--- src/rtl/irqd_pkg.sv ---
package irqd_pkg;
  localparam int OFF_CTL        = 'h000;
  localparam int OFF_EN_SET     = 'h030;
  localparam int OFF_EN_CLR     = 'h034;
  localparam int OFF_ROUTE_BASE = 'h100;
  localparam int CNT_LSB        = 2;
  localparam int FIQ_LSB        = 8;
  localparam int PRIV_LAST      = 28;

  typedef struct packed {
    logic set_en;
    logic clr_en;
    logic route_wr;
    logic ctl_rd;
    logic route_rd;
  } irqd_acc_t;
endpackage

--- src/rtl/irqd_apb_decode.sv ---
module irqd_apb_decode
  import irqd_pkg::*;
#(
  parameter int ADDR_W  = 12,
  parameter int NUM_SRC = 64,
  parameter int IDX_W   = 6
) (
  input  logic              psel,
  input  logic              penable,
  input  logic              pwrite,
  input  logic [ADDR_W-1:0] paddr,
  input  logic [31:0]       pwdata,
  output irqd_acc_t         acc_o,
  output logic [IDX_W-1:0]  wr_idx_o,
  output logic [IDX_W-1:0]  route_idx_o
);
  localparam int ROUTE_END = OFF_ROUTE_BASE + 4 * NUM_SRC;

  logic [31:0] addr32;
  logic        wr_acc;
  logic        rd_acc;
  logic        idx_ok;
  logic        in_route;

  assign addr32   = 32'(paddr);
  assign wr_acc   = psel & penable & pwrite;
  assign rd_acc   = psel & ~pwrite;
  assign idx_ok   = pwdata < 32'(NUM_SRC);
  assign in_route = (addr32 >= 32'(OFF_ROUTE_BASE)) && (addr32 < 32'(ROUTE_END))
                    && (paddr[1:0] == 2'b00);

  always_comb begin
    acc_o          = '0;
    acc_o.set_en   = wr_acc && idx_ok && (addr32 == 32'(OFF_EN_SET));
    acc_o.clr_en   = wr_acc && idx_ok && (addr32 == 32'(OFF_EN_CLR));
    acc_o.route_wr = wr_acc && in_route;
    acc_o.ctl_rd   = rd_acc && (addr32 == 32'(OFF_CTL));
    acc_o.route_rd = rd_acc && in_route;
  end

  assign wr_idx_o    = pwdata[IDX_W-1:0];
  assign route_idx_o = IDX_W'((addr32 - 32'(OFF_ROUTE_BASE)) >> 2);
endmodule

--- src/rtl/irqd_enable_bank.sv ---
module irqd_enable_bank
  import irqd_pkg::*;
#(
  parameter int NUM_SRC = 64,
  parameter int IDX_W   = 6
) (
  input  logic               clk,
  input  logic               rst_n,
  input  logic               set_i,
  input  logic               clr_i,
  input  logic [IDX_W-1:0]   idx_i,
  output logic [NUM_SRC-1:0] gate_o
);
  for (genvar n = 0; n < NUM_SRC; n++) begin : g_src
    if (n <= PRIV_LAST) begin : g_priv
      assign gate_o[n] = 1'b1;
    end else begin : g_shared
      logic en_q;
      always_ff @(posedge clk or negedge rst_n) begin
        if (!rst_n)
          en_q <= 1'b0;
        else if (set_i && idx_i == IDX_W'(n))
          en_q <= 1'b1;
        else if (clr_i && idx_i == IDX_W'(n))
          en_q <= 1'b0;
      end
      assign gate_o[n] = en_q;

      assert_set_en_R2: assert property (@(posedge clk) disable iff (!rst_n)
        (set_i && idx_i == IDX_W'(n)) |=> en_q);
      assert_clr_en_R2: assert property (@(posedge clk) disable iff (!rst_n)
        (clr_i && idx_i == IDX_W'(n)) |=> !en_q);
    end
  end
endmodule

--- src/rtl/irqd_route_bank.sv ---
module irqd_route_bank #(
  parameter int NUM_SRC = 64,
  parameter int NUM_CPU = 2,
  parameter int IDX_W   = 6
) (
  input  logic                       clk,
  input  logic                       rst_n,
  input  logic                       wr_i,
  input  logic [IDX_W-1:0]           idx_i,
  input  logic [NUM_CPU-1:0]         irq_d_i,
  input  logic [NUM_CPU-1:0]         fiq_d_i,
  output logic [NUM_SRC*NUM_CPU-1:0] irq_route_o,
  output logic [NUM_SRC*NUM_CPU-1:0] fiq_route_o
);
  for (genvar n = 0; n < NUM_SRC; n++) begin : g_word
    logic [NUM_CPU-1:0] irq_q;
    logic [NUM_CPU-1:0] fiq_q;
    always_ff @(posedge clk or negedge rst_n) begin
      if (!rst_n) begin
        irq_q <= '0;
        fiq_q <= '0;
      end else if (wr_i && idx_i == IDX_W'(n)) begin
        irq_q <= irq_d_i;
        fiq_q <= fiq_d_i;
      end
    end
    assign irq_route_o[n*NUM_CPU +: NUM_CPU] = irq_q;
    assign fiq_route_o[n*NUM_CPU +: NUM_CPU] = fiq_q;

    assert_route_wr_R3: assert property (@(posedge clk) disable iff (!rst_n)
      (wr_i && idx_i == IDX_W'(n)) |=> (irq_q == $past(irq_d_i) && fiq_q == $past(fiq_d_i)));
  end
endmodule

--- src/rtl/irqd_pend_gen.sv ---
module irqd_pend_gen #(
  parameter int NUM_SRC = 64,
  parameter int NUM_CPU = 2
) (
  input  logic [NUM_SRC-1:0]         src_i,
  input  logic [NUM_SRC-1:0]         gate_i,
  input  logic [NUM_SRC*NUM_CPU-1:0] irq_route_i,
  input  logic [NUM_SRC*NUM_CPU-1:0] fiq_route_i,
  output logic [NUM_CPU*NUM_SRC-1:0] irq_pend_o,
  output logic [NUM_CPU*NUM_SRC-1:0] fiq_pend_o
);
  logic [NUM_SRC-1:0] live;
  assign live = src_i & gate_i;

  for (genvar c = 0; c < NUM_CPU; c++) begin : g_cpu
    for (genvar n = 0; n < NUM_SRC; n++) begin : g_src
      assign irq_pend_o[c*NUM_SRC+n] = live[n] & irq_route_i[n*NUM_CPU+c];
      assign fiq_pend_o[c*NUM_SRC+n] = live[n] & fiq_route_i[n*NUM_CPU+c];
    end
  end
endmodule

--- src/rtl/irq_distributor.sv ---
module irq_distributor
  import irqd_pkg::*;
#(
  parameter int ADDR_W  = 12,
  parameter int NUM_SRC = 64,
  parameter int NUM_CPU = 2
) (
  input  logic                       pclk,
  input  logic                       presetn,
  input  logic                       psel,
  input  logic                       penable,
  input  logic                       pwrite,
  input  logic [ADDR_W-1:0]          paddr,
  input  logic [31:0]                pwdata,
  output logic [31:0]                prdata,
  input  logic [NUM_SRC-1:0]         src_i,
  output logic [NUM_CPU*NUM_SRC-1:0] irq_pend_o,
  output logic [NUM_CPU*NUM_SRC-1:0] fiq_pend_o
);
  localparam int IDX_W     = (NUM_SRC > 1) ? $clog2(NUM_SRC) : 1;
  localparam int ROUTE_END = OFF_ROUTE_BASE + 4 * NUM_SRC;

  irqd_acc_t                  acc;
  logic [IDX_W-1:0]           wr_idx;
  logic [IDX_W-1:0]           route_idx;
  logic [NUM_SRC-1:0]         gate;
  logic [NUM_SRC*NUM_CPU-1:0] irq_route;
  logic [NUM_SRC*NUM_CPU-1:0] fiq_route;

  irqd_apb_decode #(.ADDR_W(ADDR_W), .NUM_SRC(NUM_SRC), .IDX_W(IDX_W)) u_decode (
    .psel(psel), .penable(penable), .pwrite(pwrite), .paddr(paddr), .pwdata(pwdata),
    .acc_o(acc), .wr_idx_o(wr_idx), .route_idx_o(route_idx)
  );

  irqd_enable_bank #(.NUM_SRC(NUM_SRC), .IDX_W(IDX_W)) u_enable (
    .clk(pclk), .rst_n(presetn), .set_i(acc.set_en), .clr_i(acc.clr_en),
    .idx_i(wr_idx), .gate_o(gate)
  );

  irqd_route_bank #(.NUM_SRC(NUM_SRC), .NUM_CPU(NUM_CPU), .IDX_W(IDX_W)) u_route (
    .clk(pclk), .rst_n(presetn), .wr_i(acc.route_wr), .idx_i(route_idx),
    .irq_d_i(pwdata[NUM_CPU-1:0]), .fiq_d_i(pwdata[FIQ_LSB +: NUM_CPU]),
    .irq_route_o(irq_route), .fiq_route_o(fiq_route)
  );

  irqd_pend_gen #(.NUM_SRC(NUM_SRC), .NUM_CPU(NUM_CPU)) u_pend (
    .src_i(src_i), .gate_i(gate), .irq_route_i(irq_route), .fiq_route_i(fiq_route),
    .irq_pend_o(irq_pend_o), .fiq_pend_o(fiq_pend_o)
  );

  always_comb begin
    prdata = '0;
    if (acc.ctl_rd) begin
      prdata[CNT_LSB +: 10] = 10'(NUM_SRC);
    end else if (acc.route_rd) begin
      prdata[NUM_CPU-1:0]       = irq_route[route_idx*NUM_CPU +: NUM_CPU];
      prdata[FIQ_LSB +: NUM_CPU] = fiq_route[route_idx*NUM_CPU +: NUM_CPU];
    end
  end

  // Raw (undecoded) out-of-range writes, used only by the checks below
  logic en_wr_oob;
  logic route_wr_oob;
  assign en_wr_oob    = psel && penable && pwrite && (pwdata >= 32'(NUM_SRC)) &&
                        (32'(paddr) == 32'(OFF_EN_SET) || 32'(paddr) == 32'(OFF_EN_CLR));
  assign route_wr_oob = psel && penable && pwrite && (32'(paddr) >= 32'(ROUTE_END));

  assert_ctl_count_R1: assert property (@(posedge pclk) disable iff (!presetn)
    (psel && !pwrite && 32'(paddr) == 32'(OFF_CTL)) |-> (prdata[CNT_LSB +: 10] == 10'(NUM_SRC)));
  assert_en_oob_R7: assert property (@(posedge pclk) disable iff (!presetn)
    en_wr_oob |=> $stable(gate));
  assert_route_oob_R8: assert property (@(posedge pclk) disable iff (!presetn)
    route_wr_oob |=> ($stable(irq_route) && $stable(fiq_route)));

  for (genvar c = 0; c < NUM_CPU; c++) begin : g_chk_cpu
    for (genvar n = 0; n < NUM_SRC; n++) begin : g_chk_src
      assert_quiet_src_R9: assert property (@(posedge pclk) disable iff (!presetn)
        !src_i[n] |-> (!irq_pend_o[c*NUM_SRC+n] && !fiq_pend_o[c*NUM_SRC+n]));
      if (n > PRIV_LAST) begin : g_sh
        assert_shared_gate_R4: assert property (@(posedge pclk) disable iff (!presetn)
          (irq_pend_o[c*NUM_SRC+n] || fiq_pend_o[c*NUM_SRC+n]) |-> gate[n]);
      end else begin : g_pr
        assert_private_R5: assert property (@(posedge pclk) disable iff (!presetn)
          (src_i[n] && irq_route[n*NUM_CPU+c]) |-> irq_pend_o[c*NUM_SRC+n]);
      end
    end
  end
endmodule

--- config.mk ---
export PLATFORM = sky130hd
export DESIGN_NAME = irq_distributor
export DESIGN_NICKNAME = d
export VERILOG_FILES = /design/src/rtl/irqd_pkg.sv /design/src/rtl/irqd_apb_decode.sv /design/src/rtl/irqd_enable_bank.sv /design/src/rtl/irqd_route_bank.sv /design/src/rtl/irqd_pend_gen.sv /design/src/rtl/irq_distributor.sv
export SDC_FILE = /design/constraint.sdc
export NUM_CORES = 1
export LEC_CHECK = 0
export BUFFER_PORTS_ARGS = -buffer_cell sky130_fd_sc_hd__buf_4
export CAP_MARGIN = 25
export CELL_PAD_IN_SITES_DETAIL_PLACEMENT = 0
export CELL_PAD_IN_SITES_GLOBAL_PLACEMENT = 1
export CORE_ASPECT_RATIO = 1.4
export CORE_UTILIZATION = 39
export CTS_CLUSTER_DIAMETER = 60
export DETAILED_ROUTE_END_ITERATION = 10
export HOLD_SLACK_MARGIN = 0.12
export PLACE_DENSITY = 0.76
export SLEW_MARGIN = 10
export SYNTH_ARGS = -nofsm -noshare
export SYNTH_HDL_FRONTEND = slang
export SYNTH_HIERARCHICAL = 1
export SYNTH_SLANG_ARGS = --single-unit
--- constraint.sdc ---
create_clock -name pclk -period 2 [get_ports pclk]
set_input_delay 0.2 -clock pclk [delete_from_list [all_inputs] [get_ports pclk]]
set_output_delay 0.2 -clock pclk [all_outputs]
set_load 0.01 [all_outputs]
## Yosys cells after proc, flatten, opt, wreduce, memory -nomap -nowiden

Index checks and enable logic that the tools add are counted.

- Bits in registers: 291
- Bits of input ports: 113
- Output and inout port bits: 288
- Logic and storage cells: 784

- $add $sub $neg: 1
- $lt $le $gt $ge: 3
- Equality and inequality tests: 100
- Shift operators: 2
- Muxes and demuxes: 74
- Bitwise gates (word level): 261
- Reductions and logical operators: 180

Operator list:

| cell | number |
|---|---|
| 6-bit == test, second input constant | 64 |
| 1-bit bitwise AND | 259 |
| 128-bit by 8-bit variable part select with 2-bit output | 2 |
| 1-bit logical AND | 142 |
| 6-bit by 5-bit == test with 1-bit output, second input constant | 19 |
| 1-bit two-way mux | 70 |
| 2-bit nonzero test | 35 |
| 64-bit bitwise AND | 1 |
| 6-bit by 4-bit == test with 1-bit output, second input constant | 8 |
| 32-bit logical NOT | 1 |
| 32-bit by 7-bit less-than comparator with 1-bit output, second input constant | 1 |
| 12-bit by 6-bit == test with 1-bit output, second input constant | 2 |
| 6-bit by 3-bit == test with 1-bit output, second input constant | 4 |
| 6-bit by 2-bit == test with 1-bit output, second input constant | 2 |
| 12-bit by 9-bit greater-or-equal comparator with 1-bit output, second input constant | 1 |
| 12-bit by 10-bit less-than comparator with 1-bit output, second input constant | 1 |
| 2-bit two-way mux | 4 |
| 8-bit by 1-bit subtractor with 8-bit output, second input constant | 1 |
| 6-bit by 1-bit == test with 1-bit output, second input constant | 1 |
| 6-bit logical NOT | 1 |
| 2-bit logical NOT | 1 |
| 1-bit NOT | 1 |

## Logic depth before layout (Yosys ltp)

- Word-level depth: 7
- Depth in mapped cells: 9
- Depth with buffers taken out: 6

## By module

Netlist, hierarchy kept.

Modules (own cells, without submodules):

| module | times used | cells each | area an instance (µm²) | seq. area each (µm²) |
|---|---|---|---|---|
| irqd_route_bank | 1 | 636 | 9919.5 | 6406.1 |
| irq_distributor | 1 | 164 | 2458.6 | 0.0 |
| irqd_enable_bank | 1 | 200 | 1953.1 | 875.8 |
| irqd_pend_gen | 1 | 256 | 1601.5 | 0.0 |
| irqd_apb_decode | 1 | 36 | 270.3 | 0.0 |

## Worst setup path before layout

OpenSTA, ideal clock, no wires.

- Kind: input port to output port
- From: in paddr[3]
- To: out prdata[8]
- Arrival: 2.062 ns
- Data required time: 1.800 ns
- Path slack: -0.262 ns
- Stages on the path: 8
- Buffers on the path: 3
- Cell sequence: buf_4 buf_2 buf_2 mux4_1 mux4_2 o211ai_1 a21oi_1 a211o_1

- Word-level cells in the longest chain between the ends: 6
- Elaborated cells between the ends (all ways): 11
- Those cells by class: add/sub (1); order compare (2); shift (1); mux (2); reduce/logical (5)

Ends and longest elaborated chain:

| what | RTL line | source |
|---|---|---|
| start, declared | irq_distributor.sv:13 | `input logic [ADDR_W-1:0] paddr,` |
| branches (longest 5 deep; another with 8-bit by 1-bit subtractor with 8-bit output) | -- |  |
| 2-bit two-way mux (*) | irq_distributor.sv:53 | `if (acc.ctl_rd) begin` |
| end, declared | irq_distributor.sv:15 | `output logic [31:0] prdata,` |

Mark *: on every way between the ends.

## Worst setup path after layout

- From: reg u_route.g_word[38].fiq_q[0]
- To: out prdata[8]

- Word-level cells in the longest chain between the ends: 3

Ends and longest elaborated chain:

| what | RTL line | source |
|---|---|---|
| start, declared | irqd_route_bank.sv:17 | `logic [NUM_CPU-1:0] fiq_q;` |
| start signal, assigned | irqd_route_bank.sv:24 | `fiq_q <= fiq_d_i;` |
| 128-bit by 8-bit variable part select with 2-bit output | irq_distributor.sv:57 | `prdata[FIQ_LSB +: NUM_CPU] = fiq_route[route_idx*NUM_CPU +: NUM_CPU];` |
| 2-bit two-way mux | irq_distributor.sv:55 | `end else if (acc.route_rd) begin` |
| 2-bit two-way mux | irq_distributor.sv:53 |  |

No other way between the ends.

==> impl_metrics.json <==
{
  "status": "finished, violations left",
  "violations": "DRC, setup timing",
  "cp_slowest_stage_delay_ns": 0.47,
  "dieWidth_microns": 174,
  "start_util_pct": 39.5,
  "endpoint_kind": "output pin",
  "post_dp_cell_area_sq_mm": 0.0214,
  "synth_warnings": 6,
  "synth-seq-cells": 291,
  "finalNetCount": 2019,
  "cts_tree": "done",
  "critPathBufInv": 1,
  "maxCapViolations": 0,
  "clk_pin_slew_ns": 0.06,
  "hpwl_microns": 45600,
  "ys_top_cells_by_area": "dfrtp_1 45%, mux2_2 13%, and3_1 9.9%",
  "yosysUniqueCellTypes": 44,
  "setup_viol": 4,
  "antenna_found_initial": 0,
  "hold_viol": 0,
  "crit_top_cell": "mux4_2",
  "clock_skew_ns": 0,
  "ys_seq_area_share_pct": 44.9,
  "async_reset_ff_share_pct": 100,
  "startpoint_type": "flip-flop",
  "die_h_microns": 243,
  "worst_pin_slew_ns": 0.823,
  "cts_sinks": 291,
  "final_cell_mix": "669 x buf_4, 291 x dfrtp_1, 257 x and3_1",
  "finalSetupTns_ns": -2.95,
  "relSlewSlack_pct": 45.2,
  "vdd_ir_drop_max_mv": 0.547,
  "netlist_instances": 1292,
  "grt_use_total_pct": 26.8,
  "crit_type": "reg -> out",
  "layout-drive-gt1-share_pct": 53.3,
  "via_per_inst": 5.38,
  "yosys.area.top_type": "dfrtp_1",
  "dr_total_vias": 13300,
  "synth_top_area_share_pct": 44.9,
  "numPortBuffers": 372,
  "whs_ns": 0.190,
  "hold_class": "in -> async",
  "grt_overflow_total": 0,
  "synth.avg_cell_area_sq_um": 12.5,
  "htree_levels": 1,
  "cpMaxStageDelayCell": "mux4_2",
  "fin_crit_sh_pct": 140,
  "syn_area_sq_mm": 0.0162,
  "final_core_util_pct": 55.0,
  "final_max_slew_viol_count": 0,
  "drc": 1,
  "cp_top_family": "multiplexers",
  "core_area_sq_mm": 0.0411,
  "crit_required_ns": 1.80,
  "grt_setup_unrepaired": "true",
  "dieArea_sq_mm": 0.0424,
  "ant_nets": 0,
  "clock_path_buffers": 3,
  "drt_iter0_drc": 877,
  "final_cell_area_sq_mm": 0.0226,
  "leakage_nw": 12.5,
  "wl_per_cell_microns": 23.2,
  "critPathMaxFanout": 2,
  "arrival_ns": 2.59,
  "first_global_vias": 13700,
  "synth_edf_count": 0,
  "rows": 88,
  "root_buffer": "clkbuf_16",
  "cellPowerDensity_mw_per_mm2": 588,
  "area_delta_synth_final_pct": 39.4,
  "grt_max_degree": 71,
  "power_mw": 13.3,
  "globalplace.congestion": 0.913,
  "crit_chain": "mux4_2 > mux4_2 > o211ai_1 > a21oi_1 > a211o_1 > buf_6",
  "fmax_mhz": 358,
  "grt_pass1_wl_microns": 85200,
  "cts_buffers": 30,
  "io_pins": 401,
  "synthFlopType": "dfrtp_1",
  "drtPass1Iterations": 8,
  "insertion_delay_ns": 0.56,
  "wl_microns": 57300,
  "setup_ws_ns": -0.792,
  "diodes": 0,
  "layout.cells.most_common": "buf_4",
  "fin_crit_ns": 2.79
}
-- report_power, final --
group          switching, mW  total, mW  internal (mW)
clock network           2.39       6.46           4.07
registers            0.00489       5.90           5.89
logic                  0.549      0.924          0.375
total                   2.94       13.3           10.3
-- cells by family (layout without fill, tap and decap cells) --
logic type | Yosys count | in the layout | synth area share, %
multiplexers | 358 | 358 | 30.1
buffers and inverters | 168 | 751 | 6.86
AO/OA/AOI/OAI | 78 | 78 | 2.51
AND/OR/NAND/NOR | 395 | 395 | 15.5
flip-flops | 291 | 291 | 44.9
other | 2 | 57 | 0.0463
-- synth_stat cells, drive strengths merged (2+ instances only) --
master and n:
dfrtp 291, clkbuf 34, nor4b 4, nor3 2
nand4 3, nor2 23, and3b 2, mux4 71
nand4b 8, nand4bb 6, conb 2, or4b 5
o21ai 70, and3 257, nand3b 9, mux2 257
nand3 6, nor4 11, mux2i 30, buf 134
nand2 45, and4bb 7, nor3b 3, o22ai 3
-- worst paths after layout --
kind	from	depth (start not counted)	end	slack (ns)
hold reg to reg	u_route/g_word[60].fiq_q[1]	1	u_route/g_word[60].fiq_q[1]	0.52
setup reg to reg	u_route/g_word[22].fiq_q[1]	2	u_route/g_word[22].fiq_q[1]	1.01
min in group pclk	pwdata[0]	2	u_route/g_word[57].irq_q[0]	0.21
setup / recovery	u_route/g_word[38].fiq_q[0]	6	prdata[8]	-0.79
max in group asynchronous	presetn	3	u_route/g_word[62].fiq_q[0]	1.05
hold / removal	presetn	2	u_route/g_word[4].irq_q[1]	0.19
-- per-stage QoR --
stage / instances / worst slack, ns
6_report: 2470 / -0.792
2_1_floorplan: 1347 / -0.114
3_5_place_dp: 2409 / -0.456
5_1_grt: 2470 / -0.927
4_1_cts: 2470 / -0.801
3_3_place_gp: 2409 / -0.450
-- metal layers --
| metal | wire [microns] | part of all wire [%] | global-route usage (%) |
|---|---|---|---|
| met4 | 2670 | 4.7 | 12.8 |
| met2 | 30700 | 53 | 49.1 |
| met5 | 0 | 0 | 0 |
| met1 | 21100 | 37 | 30.5 |
| met3 | 2910 | 5.1 | 3.21 |
-- registers in the layout (all words and copies together), names as in the netlist --
| register | count |
|---|---|
| u_route/g_word.fiq_q | 128 |
| u_route/g_word.irq_q | 128 |
| u_enable/g_src.g_shared.en_q | 35 |
-- worst register-to-register path, stage by stage, from the launching register on --
cell,delay [ns]
dfrtp_1,0.43
buf_4,0.16
mux2_1,0.28
-- area by class of cell --
cell class	count	area (sq um)
Tap cell	540	676
Multi-Input combinational cell	888	8010
Fill cell	3529	18500
Sequential cell	291	7280
Timing Repair Buffer	695	5460
Clock inverter	11	244
Clock buffer	45	918
-- repair_timing --
action / in CTS / in global routing
pin swaps: 1 / 0
hold buffers: 5 / 0
setup buffers: 0 / 0
endpoints found under the hold margin: 103 / 0
resized for setup: 15 / 1
endpoints found under the setup margin: 4 / 4
(Power assumes the default switching activity.)
